**src/rtl/flash_probe_pkg.sv**
```systemverilog
// Package: shared types and frame contents for the flash presence probe.
// Assumes the frame contents below are the only bytes the probe ever sends.
package flash_probe_pkg;

    // Command frames the sequencer can issue; FRM_NONE marks "sequence finished".
    typedef enum logic [1:0] {
        FRM_STATUS  = 2'd0,
        FRM_MODERST = 2'd1,
        FRM_WAKE    = 2'd2,
        FRM_NONE    = 2'd3
    } frame_e;

    // Sequencer states.
    typedef enum logic [1:0] {
        PS_IDLE   = 2'd0,
        PS_SELECT = 2'd1,
        PS_SHIFT  = 2'd2,
        PS_GAP    = 2'd3
    } pstate_e;

    localparam logic [7:0] OP_STATUS  = 8'h05;
    localparam logic [7:0] OP_MODERST = 8'hFF;
    localparam logic [7:0] OP_WAKE    = 8'hAB;
    localparam logic [7:0] FILL_ZERO  = 8'h00;
    localparam int         BUSY_BIT   = 0;

    // Number of bytes in a frame.
    function automatic logic [2:0] frame_bytes(frame_e f);
        case (f)
            FRM_STATUS:  return 3'd2;
            FRM_MODERST: return 3'd2;
            FRM_WAKE:    return 3'd5;
            default:     return 3'd1;
        endcase
    endfunction

    // Byte sent at position idx of a frame.
    function automatic logic [7:0] frame_byte(frame_e f, logic [2:0] idx);
        case (f)
            FRM_STATUS:  return (idx == 3'd0) ? OP_STATUS : FILL_ZERO;
            FRM_MODERST: return OP_MODERST;
            FRM_WAKE:    return (idx == 3'd0) ? OP_WAKE : FILL_ZERO;
            default:     return FILL_ZERO;
        endcase
    endfunction

endpackage

```
**src/rtl/fp_byte_engine.sv**
```systemverilog
// Module: fp_byte_engine
// Shifts one byte in SPI mode 0, most significant bit first, with SCLK derived
// from clk by an even divider of CLK_DIV (half period = CLK_DIV/2 cycles).
// Assumes go arrives only while idle and chip select is already asserted.
// byte_done pulses on the last falling SCLK edge; rx_byte is valid then.
module fp_byte_engine #(
    parameter int CLK_DIV = 4
) (
    input  logic       clk,
    input  logic       rst_n,
    input  logic       go,
    input  logic [7:0] tx_byte,
    input  logic       miso,
    output logic       sclk,
    output logic       mosi,
    output logic [7:0] rx_byte,
    output logic       byte_done
);
    localparam int HALF = (CLK_DIV / 2 < 1) ? 1 : CLK_DIV / 2;
    localparam int HCW  = (HALF > 1) ? $clog2(HALF) : 1;

    logic           active;
    logic [HCW-1:0] hcnt;
    logic [2:0]     bit_idx;
    logic [7:0]     tx_sh;
    logic [7:0]     rx_sh;

    assign rx_byte = rx_sh;

    // Divider, edge generation, transmit shift and receive sampling.
    always_ff @(posedge clk) begin
        if (!rst_n) begin
            active    <= 1'b0;
            hcnt      <= '0;
            bit_idx   <= 3'd0;
            tx_sh     <= 8'h00;
            rx_sh     <= 8'h00;
            sclk      <= 1'b0;
            mosi      <= 1'b0;
            byte_done <= 1'b0;
        end else begin
            byte_done <= 1'b0;
            if (go && !active) begin
                active  <= 1'b1;
                hcnt    <= '0;
                bit_idx <= 3'd0;
                tx_sh   <= tx_byte;
                mosi    <= tx_byte[7];
                sclk    <= 1'b0;
            end else if (active) begin
                if (hcnt == HCW'(HALF - 1)) begin
                    hcnt <= '0;
                    if (!sclk) begin
                        sclk  <= 1'b1;
                        rx_sh <= {rx_sh[6:0], miso};
                    end else begin
                        sclk <= 1'b0;
                        if (bit_idx == 3'd7) begin
                            active    <= 1'b0;
                            byte_done <= 1'b1;
                            mosi      <= 1'b0;
                        end else begin
                            bit_idx <= bit_idx + 3'd1;
                            tx_sh   <= {tx_sh[6:0], 1'b0};
                            mosi    <= tx_sh[6];
                        end
                    end
                end else begin
                    hcnt <= hcnt + 1'b1;
                end
            end
        end
    end

endmodule

```
**src/rtl/fp_sequencer.sv**
```systemverilog
// Module: fp_sequencer
// Runs the probe: status polling, mode reset, wake with ID read; frames
// chip select, enforces the inter-frame gap and publishes the result.
// Assumes the byte engine accepts xfer_go one cycle after byte_done.
module fp_sequencer
    import flash_probe_pkg::*;
#(
    parameter int         POLL_LIMIT = 1024,
    parameter int         GAP_CYC    = 8,
    parameter logic [7:0] ID_CODE    = 8'h12
) (
    input  logic       clk,
    input  logic       rst_n,
    input  logic       start,
    input  logic       byte_done,
    input  logic [7:0] rx_byte,
    output logic       xfer_go,
    output logic [7:0] tx_byte,
    output logic       cs_n,
    output logic       probe_busy,
    output logic       done,
    output logic       present,
    output logic       timeout,
    output logic [7:0] dev_id
);
    localparam int PCW = $clog2(POLL_LIMIT + 1);
    localparam int GCW = $clog2(GAP_CYC + 1);

    pstate_e        state;
    frame_e         cur_frame;
    frame_e         nxt_frame;
    logic [2:0]     byte_idx;
    logic [PCW-1:0] poll_cnt;
    logic [GCW-1:0] gap_cnt;
    logic [7:0]     id_cap;
    logic           abort;
    logic           last_byte;

    // Current byte closes its frame.
    always_comb last_byte = (byte_idx == frame_bytes(cur_frame) - 3'd1);

    // Probe state machine, frame decisions and result registers.
    always_ff @(posedge clk) begin
        if (!rst_n) begin
            state      <= PS_IDLE;
            cur_frame  <= FRM_STATUS;
            nxt_frame  <= FRM_NONE;
            byte_idx   <= 3'd0;
            poll_cnt   <= '0;
            gap_cnt    <= '0;
            id_cap     <= 8'h00;
            abort      <= 1'b0;
            xfer_go    <= 1'b0;
            tx_byte    <= 8'h00;
            cs_n       <= 1'b1;
            probe_busy <= 1'b0;
            done       <= 1'b0;
            present    <= 1'b0;
            timeout    <= 1'b0;
            dev_id     <= 8'h00;
        end else begin
            xfer_go <= 1'b0;
            done    <= 1'b0;
            case (state)
                PS_IDLE: begin
                    if (start) begin
                        probe_busy <= 1'b1;
                        present    <= 1'b0;
                        timeout    <= 1'b0;
                        dev_id     <= 8'h00;
                        id_cap     <= 8'h00;
                        abort      <= 1'b0;
                        poll_cnt   <= '0;
                        cur_frame  <= FRM_STATUS;
                        state      <= PS_SELECT;
                    end
                end
                PS_SELECT: begin
                    cs_n     <= 1'b0;
                    byte_idx <= 3'd0;
                    tx_byte  <= frame_byte(cur_frame, 3'd0);
                    xfer_go  <= 1'b1;
                    state    <= PS_SHIFT;
                end
                PS_SHIFT: begin
                    if (byte_done) begin
                        if (last_byte) begin
                            cs_n    <= 1'b1;
                            gap_cnt <= '0;
                            state   <= PS_GAP;
                            case (cur_frame)
                                FRM_STATUS: begin
                                    if (!rx_byte[BUSY_BIT]) begin
                                        nxt_frame <= FRM_MODERST;
                                    end else if (poll_cnt == PCW'(POLL_LIMIT - 1)) begin
                                        nxt_frame <= FRM_NONE;
                                        abort     <= 1'b1;
                                    end else begin
                                        poll_cnt  <= poll_cnt + 1'b1;
                                        nxt_frame <= FRM_STATUS;
                                    end
                                end
                                FRM_MODERST: nxt_frame <= FRM_WAKE;
                                FRM_WAKE: begin
                                    id_cap    <= rx_byte;
                                    nxt_frame <= FRM_NONE;
                                end
                                default: nxt_frame <= FRM_NONE;
                            endcase
                        end else begin
                            byte_idx <= byte_idx + 3'd1;
                            tx_byte  <= frame_byte(cur_frame, byte_idx + 3'd1);
                            xfer_go  <= 1'b1;
                        end
                    end
                end
                PS_GAP: begin
                    if (gap_cnt == GCW'(GAP_CYC - 1)) begin
                        if (nxt_frame == FRM_NONE) begin
                            state      <= PS_IDLE;
                            probe_busy <= 1'b0;
                            done       <= 1'b1;
                            timeout    <= abort;
                            present    <= !abort && (id_cap == ID_CODE);
                            dev_id     <= abort ? 8'h00 : id_cap;
                        end else begin
                            cur_frame <= nxt_frame;
                            state     <= PS_SELECT;
                        end
                    end else begin
                        gap_cnt <= gap_cnt + 1'b1;
                    end
                end
                default: state <= PS_IDLE;
            endcase
        end
    end

endmodule

```
**src/rtl/flash_probe.sv**
```systemverilog
// Module: flash_probe (top)
// SPI master that probes for an attached serial flash on a start pulse.
// Assumes CLK_DIV is even and at least 2, CS_GAP_SCLK is at least 2 and
// POLL_LIMIT is at least 1.
module flash_probe #(
    parameter int         CLK_DIV     = 4,
    parameter int         CS_GAP_SCLK = 2,
    parameter int         POLL_LIMIT  = 1024,
    parameter logic [7:0] ID_CODE     = 8'h12
) (
    input  logic       clk,
    input  logic       rst_n,
    input  logic       start,
    output logic       sclk,
    output logic       mosi,
    output logic       cs_n,
    input  logic       miso,
    output logic       probe_busy,
    output logic       done,
    output logic       present,
    output logic       timeout,
    output logic [7:0] dev_id
);
    localparam int GAP_CYC = CS_GAP_SCLK * CLK_DIV;

    logic       xfer_go;
    logic [7:0] tx_byte;
    logic [7:0] rx_byte;
    logic       byte_done;

    fp_byte_engine #(
        .CLK_DIV (CLK_DIV)
    ) u_engine (
        .clk       (clk),
        .rst_n     (rst_n),
        .go        (xfer_go),
        .tx_byte   (tx_byte),
        .miso      (miso),
        .sclk      (sclk),
        .mosi      (mosi),
        .rx_byte   (rx_byte),
        .byte_done (byte_done)
    );

    fp_sequencer #(
        .POLL_LIMIT (POLL_LIMIT),
        .GAP_CYC    (GAP_CYC),
        .ID_CODE    (ID_CODE)
    ) u_seq (
        .clk        (clk),
        .rst_n      (rst_n),
        .start      (start),
        .byte_done  (byte_done),
        .rx_byte    (rx_byte),
        .xfer_go    (xfer_go),
        .tx_byte    (tx_byte),
        .cs_n       (cs_n),
        .probe_busy (probe_busy),
        .done       (done),
        .present    (present),
        .timeout    (timeout),
        .dev_id     (dev_id)
    );

endmodule

```
**config.mk**
```make
export PLATFORM = sky130hd
export DESIGN_NAME = flash_probe
export DESIGN_NICKNAME = d
export VERILOG_FILES = /design/src/rtl/flash_probe_pkg.sv /design/src/rtl/fp_byte_engine.sv /design/src/rtl/fp_sequencer.sv /design/src/rtl/flash_probe.sv
export SDC_FILE = /design/constraint.sdc
export NUM_CORES = 1
export LEC_CHECK = 0
export BUFFER_PORTS_ARGS = -buffer_cell sky130_fd_sc_hd__clkbuf_2
export CORE_MARGIN = 3
export CORE_UTILIZATION = 45
export CTS_BUF_LIST = sky130_fd_sc_hd__clkbuf_4 sky130_fd_sc_hd__clkbuf_8 sky130_fd_sc_hd__clkbuf_16
export DETAILED_ROUTE_END_ITERATION = 8
export HOLD_SLACK_MARGIN = 0.08
export PLACE_DENSITY = 0.62
export SLEW_MARGIN = 10
export SYNTH_ARGS = -nofsm -noshare
export SYNTH_HDL_FRONTEND = slang
export SYNTH_SLANG_ARGS = --single-unit
```
**constraint.sdc**
```tcl
create_clock -name clk -period 3.4 [get_ports clk]
set_clock_uncertainty 0.15 [all_clocks]
set_input_delay 0.68 -clock clk [delete_from_list [all_inputs] [get_ports clk]]
set_output_delay 0.68 -clock clk [all_outputs]
set_load 0.01 [all_outputs]
```
==> impl_metrics.ini <==
[status]
run_status = finished, final reports clean

[logic_synthesis]
synth_area_um2 = 3640
netlist.area_leader.share_pct = 40.7
yosysMostFrequentCell = nand2_1
avgSynthCellArea_um2 = 7.97
yosysTopAreaCell = dfxtp_1
synth_edf_count = 0
yosysWarnings = 0
synth_async_sr_flop_share_pct = 0
syn_inst = 457
ys_top_cells_by_area = dfxtp_1, nand2_1, ha_1, a21oi_1, nand3_1
ys_ff_latch = 74
syn-num-nets = 478
synth_seq_area_share_pct = 40.7
yosysUniqueCellTypes = 55
synth_common_cells = nand2_1, dfxtp_1, a21oi_1
ys.flop_type = dfxtp_1

[detailed_routing]
drt_iter0_drc = 187
vias = 3256
postRouteAntennaNets = 0
wl_mm = 7.98
wl_per_cell_um = 13.8
firstDrtPassIters = 5
drcViolationCount = 0
via_per_inst = 5.64

[layout]
drive_gt1_share_pct = 10.5
nNetsFinal = 491
final-seq-area_um2 = 1480
final.fill_count = 757
multiInputGateArea_um2 = 2030
area_delta_synth_final_pct = 11.3
final_cells = 577
stdcell_area_um2 = 4060
num_antenna_cells = 0
fin_util_pct = 51.9

[floorplan]
start_util_pct = 46.7
die_h_um = 96.0
die_x_um = 96.0
num_rows = 32
core_area_um2 = 7810
dieArea_um2 = 9210
io_pins = 19

[worst_setup_path]
cp_max_fo = 12
crit_type = reg -> reg
end_kind = register
cp-start-kind = register
critPathArrivalTime_ns = 3.12
crit_required_ns = 3.51
rr_startpoint = u_seq.cur_frame[0]
crit_start = u_seq.cur_frame[0]

[placement]
place_area_um2 = 3820
io_buffers = 18
dp_slack_ns = 0.405
place.gp.congestion = 0.821
dp_hpwl_mm = 5.49
placed_cells = 561

[clock_network]
clkSinkCount = 74
cts_inserted_buffers = 9
cts_tree = built
path_clk_slew_ns = 0.09
hold_buffers = 0
cts_setup_buffers = 0
ctsResizeCount = 0
h-tree-depth = 3
root_buffer = clkbuf_8
cts.path.max_buffers = 2
worstSkewPairLatency_ns = 0.35

[timing]
setup_ws_ns = 0.389
slew_violations = 0
period_needed_ns = 3.01
hold_viol = 0
worst-slew-pin-transition_ns = 0.737
max_freq_mhz = 332
setup_viol = 0
tns_ns = 0
relSlewSlack_pct = 50.7
rsz0062_at_grt = no
min_period_over_period_pct = 88.6

[global_route]
antenna_found_initial = 0
grt_max_degree = 35
first_global_vias = 2871
grt_pass1_wl_mm = 13.6
overflow = 0
grt_usage_pct = 18.6

[flow_run]
cap_violations = 0

[power]
p_sw_share_pct = 33.5
leakage_nw = 1.43
p_int_mw = 1.54
p_seq_share_pct = 41.2
switching_power_mw = 0.776
ir_drop_v = 0.000365
combinationalPowerShare_pct = 24.8
clkPwrFrac_pct = 34.0
cellPowerDensity_nw_per_um2 = 572

[min_path]
hp-class = reg -> reg
min_from = u_seq.dev_id[6]
-- metal layers --
metal / share of wire (%) / wire length [µm] / vias to the layer above / global-route usage (%)
met1: 50 / 3980 / 1497 / 26.0
met5: 0 / 0 / - / 0
met3: 4.4 / 351 / 12 / 3.05
met4: 1.6 / 130 / 0 / 7.23
li1: - / - / 1671 / -
met2: 44 / 3520 / 76 / 28.5
-- final cells by class --
class / instances / share of cell area (%)
repair buffers: 25 / 3.52
well taps: 102 / 3.15
clock buffers: 10 / 3.39
multi-input cells: 348 / 50.0
clock inverters: 6 / 2.34
inverters: 12 / 1.11
flip-flops and latches: 74 / 36.5
-- power groups by stage --
stage	registers [mW]	clock network [mW]	logic, mW
global route	0.965	0.845	0.648
detailed placement	0.977	0	0.577
global placement	0.975	0	0.571
CTS	0.957	0.810	0.578
floorplan	0.973	0	0.431
finish	0.957	0.788	0.575
-- kinds of logic after synthesis --
family,after synthesis,share of synthesized area [%]
mux,5,1.41
xor+xnor,3,0.722
buf+inv,35,3.81
compound gates,110,19.6
flops,74,40.7
simple gates,213,28.0
fa+ha+maj,17,5.84
-- per-stage QoR --
| step | hold WS (ns) | total power [mW] |
|---|---|---|
| after floorplan | 0.287 | 1.40 |
| after global placement | 0.289 | 1.55 |
| after detailed placement | 0.295 | 1.55 |
| after CTS | 0.307 | 2.34 |
| after global routing | 0.322 | 2.46 |
| final | 0.303 | 2.32 |
-- path summary, 6_finish.rpt --
kind / cells past startpoint / to / slack (ns)
min reg2reg: 2 / u_seq.dev_id[6] / 0.30
min: 2 / u_seq.dev_id[6] / 0.30
max: 7 / u_seq.poll_cnt[9] / 0.39
max reg2reg: 7 / u_seq.poll_cnt[9] / 0.39
-- flip-flops by register name, indices dropped and copies added (netlist names), 2 cells and up --
| signal | count |
|---|---|
| u_seq.cur_frame | 2 |
| u_engine.tx_sh | 7 |
| u_engine.bit_idx | 3 |
| u_seq.gap_cnt | 4 |
| u_seq.dev_id | 8 |
| u_seq.poll_cnt | 11 |
| u_seq.tx_byte | 4 |
| u_seq.state | 2 |
| u_seq.byte_idx | 3 |
| u_engine.rx_byte | 8 |
| u_seq.nxt_frame | 2 |
| u_seq.id_cap | 8 |
-- cells in the final DEF (no fill, tap or decap), types with 3 or more instances in the layout --
cell	instances
a211oi_1	5
a21oi_1	42
a31oi_1	18
and2_1	3
and3_1	8
buf_4	7
clkbuf_2	18
clkbuf_8	10
dfxtp_1	74
ha_1	17
inv_1	11
mux2i_1	4
nand2_1	77
nand2b_1	6
nand3_1	36
nand3b_1	3
nand4_1	9
nor2_1	35
nor2b_1	7
nor3_1	9
nor4_1	3
o211ai_1	5
o21a_1	4
o21ai_0	8
o311ai_0	4
or3_1	6
or4_1	4
-- critical path, stage by stage (launching register included) --
cell	delay (ns)
dfxtp_1	0.45
inv_1	0.12
ha_1	0.26
or3b_1	0.39
o22a_2	0.27
or4_4	0.63
a2111o_1	0.44
a211oi_1	0.24
Power figures use the tool's default switching activity.
